<file path="src/rtl/pmu_pkg.sv">
package pmu_pkg;
    localparam int CTRL_W   = 32;
    localparam int SEL_W    = 8;
    localparam int B_EN     = 0;
    localparam int B_RST_EV = 1;
    localparam int B_RST_CY = 2;
    localparam int B_SLOW   = 3;
    localparam int B_IE_LSB = 4;   // ev0, ev1, cycle
    localparam int B_OF_LSB = 8;   // ev0, ev1, cycle
    localparam int SEL0_LSB = 12;
    localparam int SEL1_LSB = 20;
    // stored bits: enable, slow, interrupt enables, flags, both selects
    localparam logic [CTRL_W-1:0] CTRL_KEEP = 32'h0FFF_F779;
    localparam logic [SEL_W-1:0]  SEL_IDLE  = 8'hFF;

    typedef enum logic [1:0] {
        IDX_CTRL = 2'd0,
        IDX_CYC  = 2'd1,
        IDX_EV0  = 2'd2,
        IDX_EV1  = 2'd3
    } reg_idx_e;

    // index 0: event counter 0, 1: event counter 1, 2: cycle counter
    typedef struct packed {
        logic             en;
        logic             slow;
        logic [2:0]       ie;
        logic [2:0]       ovf;
        logic [SEL_W-1:0] sel0;
        logic [SEL_W-1:0] sel1;
    } ctrl_t;
endpackage

</file>
<file path="src/rtl/pmu_evt_sel.sv">
module pmu_evt_sel #(
    parameter int NUM_EVT = 23,
    parameter int SEL_W   = 8
) (
    input  logic [NUM_EVT-1:0] evt_in,
    input  logic [SEL_W-1:0]   code,
    output logic               hit
);
    always_comb begin
        hit = 1'b0;
        for (int i = 0; i < NUM_EVT; i++) begin
            if (code == SEL_W'(i)) hit = evt_in[i];
        end
    end
endmodule

</file>
<file path="src/rtl/pmu_slow_tick.sv">
module pmu_slow_tick #(
    parameter int DIV = 64
) (
    input  logic clk,
    input  logic rst_n,
    input  logic run,
    output logic tick
);
    localparam int CW = (DIV > 1) ? $clog2(DIV) : 1;
    localparam logic [CW-1:0] LAST = CW'(DIV - 1);

    logic [CW-1:0] div_d, div_q;

    always_comb begin
        div_d = div_q;
        tick  = 1'b0;
        if (run) begin
            if (div_q == LAST) begin
                div_d = '0;
                tick  = 1'b1;
            end else begin
                div_d = div_q + 1'b1;
            end
        end
    end

    always_ff @(posedge clk or negedge rst_n) begin
        if (!rst_n) div_q <= '0;
        else        div_q <= div_d;
    end
endmodule

</file>
<file path="src/rtl/pmu_counter.sv">
module pmu_counter #(
    parameter int W = 32
) (
    input  logic         clk,
    input  logic         rst_n,
    input  logic         load,
    input  logic [W-1:0] load_val,
    input  logic         clr,
    input  logic         inc,
    output logic [W-1:0] cnt,
    output logic         wrap
);
    logic [W-1:0] cnt_d, cnt_q;

    // priority: load, then clear, then increment
    always_comb begin
        cnt_d = cnt_q;
        wrap  = 1'b0;
        if (load) begin
            cnt_d = load_val;
        end else if (clr) begin
            cnt_d = '0;
        end else if (inc) begin
            cnt_d = cnt_q + 1'b1;
            wrap  = &cnt_q;
        end
    end

    always_ff @(posedge clk or negedge rst_n) begin
        if (!rst_n) cnt_q <= '0;
        else        cnt_q <= cnt_d;
    end

    assign cnt = cnt_q;
endmodule

</file>
<file path="src/rtl/perf_mon_unit.sv">
module perf_mon_unit
    import pmu_pkg::*;
#(
    parameter int CNT_W    = 32,
    parameter int NUM_EVT  = 23,
    parameter int SLOW_DIV = 64
) (
    input  logic               clk,
    input  logic               rst_n,
    input  logic [1:0]         reg_idx,
    input  logic               wr_en,
    input  logic [31:0]        wr_data,
    output logic [31:0]        rd_data,
    input  logic [NUM_EVT-1:0] evt_in,
    output logic               irq
);
    localparam int NUM_EV_CNT = 2;

    ctrl_t st_d, st_q;

    logic             ctrl_wr;
    logic [31:0]      ctrl_w;
    logic             rst_ev_stb, rst_cy_stb;
    logic             slow_tick, cyc_inc, cyc_wrap;
    logic [CNT_W-1:0] cyc_cnt;
    logic [SEL_W-1:0] ev_sel  [NUM_EV_CNT];
    logic [CNT_W-1:0] ev_cnt  [NUM_EV_CNT];
    logic [NUM_EV_CNT-1:0] ev_hit, ev_wrap;
    logic [2:0]       ovf_flags, ie_bits;

    assign ctrl_wr    = wr_en && (reg_idx == IDX_CTRL);
    assign ctrl_w     = wr_data & CTRL_KEEP;
    assign rst_ev_stb = ctrl_wr && wr_data[B_RST_EV];
    assign rst_cy_stb = ctrl_wr && wr_data[B_RST_CY];

    assign ev_sel[0] = st_q.sel0;
    assign ev_sel[1] = st_q.sel1;

    // cycle counter and its prescaler
    pmu_slow_tick #(.DIV(SLOW_DIV)) u_slow (
        .clk   (clk),
        .rst_n (rst_n),
        .run   (st_q.en && st_q.slow),
        .tick  (slow_tick)
    );

    assign cyc_inc = st_q.en && (st_q.slow ? slow_tick : 1'b1);

    pmu_counter #(.W(CNT_W)) u_cyc (
        .clk      (clk),
        .rst_n    (rst_n),
        .load     (wr_en && (reg_idx == IDX_CYC)),
        .load_val (wr_data[CNT_W-1:0]),
        .clr      (rst_cy_stb),
        .inc      (cyc_inc),
        .cnt      (cyc_cnt),
        .wrap     (cyc_wrap)
    );

    // event counters
    for (genvar g = 0; g < NUM_EV_CNT; g++) begin : g_ev
        pmu_evt_sel #(.NUM_EVT(NUM_EVT), .SEL_W(SEL_W)) u_sel (
            .evt_in (evt_in),
            .code   (ev_sel[g]),
            .hit    (ev_hit[g])
        );

        pmu_counter #(.W(CNT_W)) u_cnt (
            .clk      (clk),
            .rst_n    (rst_n),
            .load     (wr_en && (reg_idx == 2'(IDX_EV0 + g))),
            .load_val (wr_data[CNT_W-1:0]),
            .clr      (rst_ev_stb),
            .inc      (st_q.en && ev_hit[g]),
            .cnt      (ev_cnt[g]),
            .wrap     (ev_wrap[g])
        );
    end

    // control word next state
    always_comb begin
        st_d = st_q;
        if (ctrl_wr) begin
            st_d.en   = ctrl_w[B_EN];
            st_d.slow = ctrl_w[B_SLOW];
            st_d.ie   = ctrl_w[B_IE_LSB +: 3];
            st_d.sel0 = ctrl_w[SEL0_LSB +: SEL_W];
            st_d.sel1 = ctrl_w[SEL1_LSB +: SEL_W];
            st_d.ovf  = st_q.ovf & ~ctrl_w[B_OF_LSB +: 3];
        end
        // a new wrap wins over a clear in the same cycle
        st_d.ovf = st_d.ovf | {cyc_wrap, ev_wrap[1], ev_wrap[0]};
    end

    always_ff @(posedge clk or negedge rst_n) begin
        if (!rst_n) begin
            st_q      <= '0;
            st_q.sel0 <= SEL_IDLE;
            st_q.sel1 <= SEL_IDLE;
        end else begin
            st_q <= st_d;
        end
    end

    assign ovf_flags = st_q.ovf;
    assign ie_bits   = st_q.ie;
    assign irq       = |(ovf_flags & ie_bits);

    always_comb begin
        unique case (reg_idx)
            IDX_CTRL: rd_data = {4'b0, st_q.sel1, st_q.sel0, 1'b0, st_q.ovf,
                                 1'b0, st_q.ie, st_q.slow, 2'b00, st_q.en};
            IDX_CYC:  rd_data = 32'(cyc_cnt);
            IDX_EV0:  rd_data = 32'(ev_cnt[0]);
            default:  rd_data = 32'(ev_cnt[1]);
        endcase
    end
endmodule

</file>
<file path="config.mk">
export PLATFORM = sky130hd
export DESIGN_NAME = perf_mon_unit
export DESIGN_NICKNAME = d
export VERILOG_FILES = /design/src/rtl/pmu_pkg.sv /design/src/rtl/pmu_evt_sel.sv /design/src/rtl/pmu_slow_tick.sv /design/src/rtl/pmu_counter.sv /design/src/rtl/perf_mon_unit.sv
export SDC_FILE = /design/constraint.sdc
export NUM_CORES = 1
export LEC_CHECK = 0
export BUFFER_PORTS_ARGS = -buffer_cell sky130_fd_sc_hd__buf_2
export CORE_UTILIZATION = 60
export CTS_CLUSTER_DIAMETER = 50
export DETAILED_ROUTE_END_ITERATION = 16
export GPL_TIMING_DRIVEN = 0
export HOLD_SLACK_MARGIN = 0.08
export PLACE_DENSITY_LB_ADDON = 0.25
export SLEW_MARGIN = 40
export SYNTH_ARGS = -nofsm -noshare
export SYNTH_HDL_FRONTEND = slang
export SYNTH_HIERARCHICAL = 1
export SYNTH_SLANG_ARGS = --single-unit
</file>
<file path="constraint.sdc">
create_clock -name clk -period 3.6 [get_ports clk]
set_clock_uncertainty 0.1 [all_clocks]
set_input_delay 0.18 -clock clk [delete_from_list [all_inputs] [get_ports clk]]
set_output_delay 0.18 -clock clk [all_outputs]
set_load 0.02 [all_outputs]
</file>
==> run_results.csv, run 1 <==
group,metric,value,unit
min_path,min_to,"g_ev[0].u_cnt/cnt[7]",
grt,overflow,0,
setup_path,reg2reg_setup_slack,120,ps
sta,max_freq,287,MHz
cells_and_area,drive_above_1_share,21.8,%
grt,grt_max_degree,75,
routing,num_vias,9866,
routing,wirelength,34200,um
sta,rsz0062_at_grt,"no",
logic_synthesis,ys.flop_type,"dfrtp_1",
sta,setup-tns-final,0,ps
power,power,0.00545,W
logic_synthesis,netlist_area,9380,um2
power,p_int,0.00361,W
clock_tree,cts.sinks,126,
power,combPwrFrac,26.0,%
cells_and_area,nNetsFinal,1237,
power,p_sw,0.00184,W
setup_path,arrival,3740,ps
routing,drc,0,
routing,ant_nets,0,
cells_and_area,area_growth_syn_to_layout,19.2,%
placement,hpwl,24900,um
min_path,min-delay-start,"wr_data[7]",
power,seqPwrFrac,38.8,%
clock_tree,cts_root_buffer,"clkbuf_16",
floorplanning,coreArea,15200,um2
sta,tightest_slew,825,ps
power,cellLeakagePower,4.41,nW
logic_synthesis,async_flop_share,100,%
sta,finalSetupViolations,0,
grt,antenna_found_initial,0,
routing,vias_per_cell,7.18,
grt,track_usage,42.7,%
sta,post-route-min-period,3480,ps
cells_and_area,final_common_cell,"nand2_1",
setup_path,crit_path_start_kind,"flip-flop",
clock_tree,clk_latency,420,ps
logic_synthesis,synthCells,1028,
power,p_clk_share,35.2,%
logic_synthesis,synth_nets,1092,
setup_path,worst-setup-path-type,"reg2reg",
power,switching_share,33.7,%
routing,avgRoutedWirePerCell,24.8,um
logic_synthesis,ys_seq_area_share,33.8,%
sta,period_share,96.8,%
routing,drt-initial-drc-count,1533,
status,status,"completed",
placement,pre_cts_ws,-397,ps
power,vdd_ir_drop_max,0.427,mV
cells_and_area,fillers,1129,
clock_tree,htree_levels,4,
placement,portBuffers,90,
logic_synthesis,ys_ff_latch,126,
logic_synthesis,syn_avg_cell_area,9.12,um2
routing,dr.pass1.iters,8,
clock_tree,cts_buffers,17,
clock_tree,cts_tree,"done",
clock_tree,path_clk_slew,60,ps
grt,first_global_vias,8932,
setup_path,crit_path_end_kind,"flip-flop",
grt,grt_first_pass_wirelength,51200,um
cells_and_area,final_cell_mix,"nand2_1, dfrtp_1, buf_2, nand3_1, o21ai_0",
logic_synthesis,synth_cell_types,75,
setup_path,reg2reg_from,"ev_sel[2]",
placement,gp_congestion,1.04,
min_path,hold_depth,3,
floorplanning,die_h,127,um
setup_path,reg2reg_to,"g_ev[1].u_cnt/cnt[26]",
floorplanning,die_w,127,um
sta,hold_viol,0,
setup_path,crit_fanout,10,
sta,setup_slack,117,ps
floorplanning,start_util,61.7,%
sta,report.final.slew_viol_count,0,
floorplanning,ioPinCount,93,
logic_synthesis,synth_edf_count,0,
logic_synthesis,yosys_warnings,6,
floorplanning,rows,45,
clock_tree,clk_path_buf_depth,2,
setup_path,cp.required,3850,ps
sta,maxSlewHeadroom,44.5,%
power,powerDensity,487,nW/um2
job,max-cap-violations,0,
min_path,holdCritPathClass,"in2reg",
setup_path,reg2reg_depth,12,
floorplanning,die_area,16100,um2
final cells by class:
class                           count  area (um2)  area share, %
Clock buffer                       25         485           4.34
Tap cell                          188         235           2.10
Timing Repair Buffer              128         846           7.56
Multi-Input combinational cell    797        5760           51.5
Sequential cell                   126        3170           28.4
Clock inverter                      7         160           1.43
Antenna cell                        1        2.50         0.0224
Buffer                             70         398           3.56
Inverter                           33         124           1.11
synth_stat cells (9+ instances only):
library cell	instances	share of area, %
inv_1	33	1.3
clkbuf_1	37	1.5
nand3b_1	11	0.88
mux2_4	15	2.4
nand2_1	115	4.6
and4_1	15	1.4
a2111oi_0	9	0.84
a21oi_1	25	1.3
or4b_1	9	0.96
buf_2	15	0.80
a32oi_1	23	2.1
mux2i_1	13	1.4
and2_1	9	0.60
nor3_1	36	1.9
and3_1	16	1.1
mux2_2	17	2.0
nor4_1	24	1.6
dfrtp_1	110	29
nand4_1	41	2.7
o21ai_0	57	3.0
dfstp_2	16	4.5
mux4_2	21	5.0
xnor2_1	26	2.4
nand3_1	71	3.8
xor2_1	10	0.93
a22o_1	11	1.0
nor2_1	50	2.0
o211ai_1	27	2.2
routing by layer:
metal	share of wire [%]	vias up	global-route usage [%]
met2	45	705	67.9
met1	38	4773	55.8
met3	12	119	10.8
met4	4.4	0	17.7
met5	0	-	0
li1	-	4269	-
kinds of logic after synthesis:
| logic type | synth area share (%) |
|---|---|
| mux | 12.0 |
| compound gates | 17.1 |
| flops | 33.8 |
| fa+ha+maj | 0.534 |
| simple gates | 27.5 |
| xor+xnor | 3.36 |
| buf+inv | 5.64 |
metrics by stage:
| stage | std cells | instance area, um2 | hold WS (ps) | util, % |
|---|---|---|---|---|
| floorplan | 1028 | 9380 | -216 | - |
| global placement | 1306 | 10100 | 375 | 66.2 |
| detailed placement | 1307 | 10100 | 21.9 | 66.5 |
| CTS | 1371 | 11100 | 80.9 | 73.0 |
| global route | 1374 | 11200 | 128 | 73.5 |
| finish | 1375 | 11200 | 128 | 73.6 |
state kept, by name, summed over array words and instances, names as in the netlist:
name / flops
ev_sel: 16
u_cyc/cnt: 32
g_ev.u_cnt/cnt: 64
ie_bits: 3
st_q: 2
ovf_flags: 3
u_slow/div_q: 6
power by group through the flow:
| stage | clock network (W) | logic [W] | registers, W |
|---|---|---|---|
| after floorplan | 0 | 0.00100 | 0.00194 |
| after global placement | 0 | 0.00132 | 0.00210 |
| after detailed placement | 0 | 0.00135 | 0.00211 |
| after CTS | 0.00192 | 0.00138 | 0.00209 |
| after global routing | 0.00198 | 0.00153 | 0.00215 |
| final | 0.00192 | 0.00142 | 0.00211 |
worst max-delay path, stage by stage (launching register included):
cell      delay (ps)
dfstp_2          540
buf_2            180
buf_2            250
nand2_1          100
nor3_1           150
a211oi_1          90
o22a_1           190
o21ai_1          220
and2_2           340
and3_2           310
nand4_1          290
or4b_1           570
nand3_1           90
timing repair:
action | 4_1_cts | 5_1_grt
hold buffers | 32 | 0
gates resized for setup | 4 | 7
pin swaps | 1 | 3
buffers inserted | 2 | 3
cloned | 0 | 0
hold endpoints to repair | 239 | 0
endpoints found under the setup margin | 24 | 21
how the worst max path moves through the flow:
stage	start	to	slack, ps	depth (start not counted)
global placement	ev_sel[2]	g_ev[1].u_cnt/cnt[17]	-370	13
global route	ev_sel[2]	g_ev[1].u_cnt/cnt[17]	20	14
finish	ev_sel[2]	g_ev[1].u_cnt/cnt[26]	120	12
floorplan	ev_sel[10]	g_ev[0].u_cnt/cnt[19]	560	13
CTS	ev_sel[2]	g_ev[1].u_cnt/cnt[17]	1	13
detailed placement	ev_sel[2]	g_ev[1].u_cnt/cnt[17]	-400	13
Note: power is estimated with default switching activity, not from simulation.
==> run 2: changes to the inputs <==
==> constraint.sdc (replaced) <==
create_clock -name clk -period 4.5 [get_ports clk]
set_clock_uncertainty 0.1 [all_clocks]
set_input_delay 0.225 -clock clk [delete_from_list [all_inputs] [get_ports clk]]
set_output_delay 0.225 -clock clk [all_outputs]
set_load 0.02 [all_outputs]
==> run 2 against run 1 <==
Effect of this change:
- register-to-register slack improved by 150 ps
- clock power is 20% lower
- non-clock buffer count down 5
- utilization down 0.73 points
==> run_results.csv, run 2 (same netlist as run 1, synthesis figures left out) <==
group,metric,value,unit
status,status,"completed",
setup_path,crit_fanout,10,
clock_tree,clk_path_buf_depth,2,
routing,ant_nets,0,
clock_tree,cts_buffers,17,
cells_and_area,fillers,1147,
sta,post-route-min-period,4240,ps
cells_and_area,final_common_cell,"nand2_1",
setup_path,critPathMaxStageDelay,720,ps
grt,overflow,0,
setup_path,timing.critical_path.buf_inv,3,
placement,gp_congestion,1.04,
sta,report.final.slew_viol_count,0,
job,max-cap-violations,0,
floorplanning,die_w,127,um
cells_and_area,drive_above_1_share,21.0,%
routing,num_vias,9865,
grt,antenna_found_initial,0,
setup_path,worst-setup-path-type,"reg2reg",
cells_and_area,nNetsFinal,1232,
setup_path,path_cells,"buf_2 > buf_2 > nand2_1 > nor3_1 > a211oi_1 > o22a_1 > o21ai_1 > and2_1 > clkbuf_1 > nand4_1 > nor4_2 > a311oi_1 > a211o_1",
clock_tree,cts.sinks,126,
setup_path,crit_top_cell,"buf_2",
routing,dr.pass1.iters,9,
clock_tree,cts_root_buffer,"clkbuf_16",
power,cellLeakagePower,4.32,nW
clock_tree,cts_hold_buf,30,
clock_tree,clk_latency,420,ps
sta,maxSlewHeadroom,42.9,%
power,seqPwrFrac,38.8,%
sta,rsz0062_at_grt,"no",
clock_tree,cts_setup_buffers,0,
floorplanning,coreArea,15200,um2
sta,tightest_slew,849,ps
grt,track_usage,42.5,%
routing,wirelength,34000,um
sta,finalSetupViolations,0,
power,p_clk_share,35.2,%
sta,hold_viol,0,
sta,max_freq,236,MHz
floorplanning,die_area,16100,um2
power,p_int,0.00289,W
cells_and_area,stdcell_area,11100,um2
grt,grt_max_degree,75,
setup_path,arrival,4420,ps
power,vdd_ir_drop_max,0.335,mV
cells_and_area,largest_register_ff_count,64,
placement,hpwl,24900,um
grt,first_global_vias,8911,
floorplanning,die_h,127,um
setup_path,cp.required,4680,ps
sta,period_share,94.1,%
cells_and_area,area_growth_syn_to_layout,18.0,%
routing,vias_per_cell,7.20,
setup_path,path_delay_family,"simple AND/OR/NAND/NOR gates",
clock_tree,cts_tree,"done",
floorplanning,rows,45,
routing,drt-initial-drc-count,1524,
power,combPwrFrac,26.0,%
floorplanning,ioPinCount,93,
setup_path,crit_path_end_kind,"flip-flop",
setup_path,crit_path_start_kind,"flip-flop",
clock_tree,path_clk_slew,60,ps
placement,portBuffers,90,
clock_tree,htree_levels,4,
floorplanning,start_util,61.7,%
power,switching_share,33.7,%
cells_and_area,final_cell_mix,"nand2_1, dfrtp_1, buf_2, nand3_1, o21ai_0",
clock_tree,ctsResizeCount,0,
placement,placed_area,10100,um2
power,p_sw,0.00147,W
sta,setup-tns-final,0,ps
power,power,0.00435,W
routing,drc,0,
setup_path,crit_slowest_cell,"nor4_2",
grt,grt_first_pass_wirelength,50900,um
routing,avgRoutedWirePerCell,24.8,um
power,powerDensity,393,nW/um2
min_path,holdCritPathClass,"in2reg",
## run 2: power by group through the flow
stage / sequential (W) / combinational [W] / clock (W)
global placement: 0.00168 / 0.00106 / 0
floorplan: 0.00156 / 0.000801 / 0
global route: 0.00172 / 0.00122 / 0.00158
CTS: 0.00167 / 0.00111 / 0.00154
detailed placement: 0.00168 / 0.00108 / 0
finish: 0.00169 / 0.00113 / 0.00153
## run 2: final timing paths
path	cells after the start	from	slack, ps	end
max	13	ev_sel[2]	260	g_ev[1].u_cnt/cnt[17]
min	2	wr_data[28]	90	g_ev[1].u_cnt/cnt[28]
max reg2reg	13	ev_sel[2]	260	g_ev[1].u_cnt/cnt[17]
min reg2reg	1	u_slow/div_q[4]	400	u_slow/div_q[4]
max in group asynchronous	3	rst_n	3360	ev_sel[7]
min in group asynchronous	2	rst_n	190	u_slow/div_q[2]
## run 2: cell type report
class	instances	area, um2	area share [%]
Antenna cell	1	2.50	0.0226
Clock inverter	7	160	1.45
Timing Repair Buffer	121	788	7.12
Sequential cell	126	3170	28.7
Buffer	72	405	3.66
Multi-Input combinational cell	797	5700	51.5
Clock buffer	25	485	4.39
Inverter	33	124	1.12
Tap cell	188	235	2.12
## run 2: through the flow
step | setup slack [ps] | hold slack [ps] | instances | util (%)
4_1_cts | 510 | 82.5 | 1369 | 72.7
3_3_place_gp | 529 | 380 | 1306 | 66.2
3_5_place_dp | 503 | 66.9 | 1307 | 66.5
5_1_grt | 212 | 104 | 1369 | 72.8
6_report | 264 | 86.4 | 1370 | 72.8
2_1_floorplan | 1460 | -171 | 1028 | -
## run 2: metal layers
metal  global-route usage, %  share of wire (%)  vias to the layer above
met5                       0                  0                        -
met2                    67.7                 45                      688
met4                    16.9                4.7                        0
met1                    55.1                 39                     4792
li1                        -                  -                     4247
met3                    11.7                 11                      138
==> run 3: changes to the inputs <==
--- a/config.mk
+++ b/config.mk
@@ -6,7 +6,8 @@
 export NUM_CORES = 1
 export LEC_CHECK = 0
 export BUFFER_PORTS_ARGS = -buffer_cell sky130_fd_sc_hd__buf_2
-export CORE_UTILIZATION = 60
+export CORE_MARGIN = 8
+export CORE_UTILIZATION = 45
 export CTS_CLUSTER_DIAMETER = 50
 export DETAILED_ROUTE_END_ITERATION = 16
 export GPL_TIMING_DRIVEN = 0
==> constraint.sdc (replaced) <==
create_clock -name clk -period 4.5 [get_ports clk]
set_clock_uncertainty 0.1 [all_clocks]
set_input_delay 1.125 -clock clk [delete_from_list [all_inputs] [get_ports clk]]
set_output_delay 1.125 -clock clk [all_outputs]
set_load 0.02 [all_outputs]
==> run 3 against run 2 <==
Effect of this change:
- routed wire length increased by 2.1%
- largest cell class unchanged
- critical endpoint is now g_ev[0].u_cnt/cnt[19]
- sequential share of layout area is 0.51 points higher
- clock power about the same
- combinational power is essentially flat
- first-iteration DRC count fell by 23%
- global-route usage decreased by 16 points
- worst setup slack improved by 130 ps
- cell area is 1.8% lower
==> run_results.csv, run 3 (same netlist as run 1, synthesis figures left out) <==
group,metric,value,unit
status,status,"completed",
setup_path,crit_path_end_kind,"flip-flop",
sta,post-route-min-period,4100,ps
routing,avgRoutedWirePerCell,24.3,um
setup_path,crit_fanout,10,
grt,first_global_vias,9000,
floorplanning,start_util,45.2,%
cells_and_area,ff_latch_area,3170,um2
cells_and_area,fillers,1931,
floorplanning,ioPinCount,93,
placement,portBuffers,90,
routing,drc,0,
clock_tree,clk_path_buf_depth,2,
routing,vias_per_cell,6.57,
routing,drt-initial-drc-count,1168,
clock_tree,path_clk_slew,60,ps
setup_path,crit_top_cell,"buf_2",
cells_and_area,nNetsFinal,1202,
clock_tree,cts_tree,"done",
sta,rsz0062_at_grt,"no",
sta,report.final.slew_viol_count,0,
setup_path,worst-setup-path-type,"reg2reg",
cells_and_area,final_cell_mix,"nand2_1, dfrtp_1, buf_2, nand3_1, o21ai_0",
setup_path,path_cells,"buf_2 > buf_2 > nand2_1 > nor3_1 > a211oi_1 > o22a_1 > o21ai_1 > and2_1 > clkbuf_1 > nand4_1 > nor4_2 > a2111oi_0 > a211o_1",
clock_tree,cts_root_buffer,"clkbuf_16",
setup_path,crit_path_start_kind,"flip-flop",
cells_and_area,largest_register_ff_count,64,
cells_and_area,final_common_cell,"nand2_1",
setup_path,critPathMaxStageDelay,600,ps
grt,grt_first_pass_wirelength,53000,um
placement,dp.cells,1394,
cells_and_area,fin_cells,1426,
power,powerDensity,396,nW/um2
floorplanning,coreArea,20800,um2
routing,ant_nets,0,
floorplanning,rows,53,
sta,maxSlewHeadroom,45.5,%
setup_path,cp.required,4710,ps
sta,hold_viol,0,
cells_and_area,multiInputGateArea,5700,um2
clock_tree,cts_setup_buffers,0,
sta,max_freq,244,MHz
clock_tree,htree_levels,4,
clock_tree,cts_hold_buf,0,
floorplanning,die_h,160,um
grt,antenna_found_initial,0,
sta,setup-tns-final,0,ps
sta,finalSetupViolations,0,
sta,hold_slack,395,ps
placement,hpwl,26200,um
grt,track_usage,26.5,%
job,max-cap-violations,0,
routing,wirelength,34700,um
sta,period_share,91.2,%
cells_and_area,area_growth_syn_to_layout,16.0,%
sta,tightest_slew,817,ps
power,cellLeakagePower,4.19,nW
clock_tree,ctsResizeCount,0,
clock_tree,cts.sinks,126,
grt,overflow,0,
power,vdd_ir_drop_max,0.269,mV
clock_tree,cts_buffers,17,
floorplanning,die_w,160,um
setup_path,crit_slowest_cell,"nor4_2",
setup_path,arrival,4310,ps
routing,num_vias,9369,
cells_and_area,antenna_cells,0,
grt,grt_max_degree,66,
clock_tree,clk_latency,430,ps
cells_and_area,drive_above_1_share,22.1,%
min_path,holdCritPathClass,"reg2reg",
routing,dr.pass1.iters,5,
floorplanning,die_area,25700,um2
placement,gp_congestion,0.983,
## run 3: power breakdown
group          internal (W)  switching (W)
clock network      0.000959       0.000557
registers           0.00134       0.000341
logic              0.000504       0.000609
total               0.00280        0.00151
## run 3: cell type report
cell class,count,area share [%]
plain buffers,72,3.73
well taps,275,3.16
clock inverters,13,1.71
inverters,33,1.14
multi-input cells,797,52.4
repair buffers,91,4.49
flip-flops and latches,126,29.2
clock buffers,19,4.16
## run 3: worst max-delay path, delay by kind of cell, from the launching register on
kind,cells,cell delay [ps]
simple gates,5,1420
compound gates,5,1020
buf+inv,3,850
flops,1,590
## run 3: path summary, 6_finish.rpt
path,from,endpoint,slack [ps],depth (start not counted)
worst min-delay path,u_slow/div_q[5],u_slow/div_q[5],390,1
max in group asynchronous,rst_n,ev_sel[13],3000,2
min in group asynchronous,rst_n,g_ev[0].u_cnt/cnt[10],540,1
worst max-delay path,ev_sel[10],g_ev[0].u_cnt/cnt[19],400,13
worst max register to register,ev_sel[10],g_ev[0].u_cnt/cnt[19],400,13
worst min register to register,u_slow/div_q[5],u_slow/div_q[5],390,1
## run 3: routing by layer
| metal | global-route usage (%) | up-vias | wire (um) |
|---|---|---|---|
| li1 | - | 4188 | - |
| met2 | 43.2 | 536 | 16500 |
| met3 | 4.89 | 75 | 3280 |
| met4 | 9.30 | 0 | 916 |
| met5 | 0 | - | 0 |
| met1 | 34.8 | 4570 | 13900 |
## run 3: metrics by stage
step | util [%] | total power [W] | setup WS, ps | cell area [um2]
global placement | 49.0 | 0.00275 | 80.6 | 10200
global route | 52.4 | 0.00448 | 209 | 10900
finish | 52.4 | 0.00431 | 398 | 10900
CTS | 52.3 | 0.00430 | 488 | 10900
detailed placement | 49.2 | 0.00278 | 123 | 10200
floorplan | - | 0.00236 | 977 | 9380
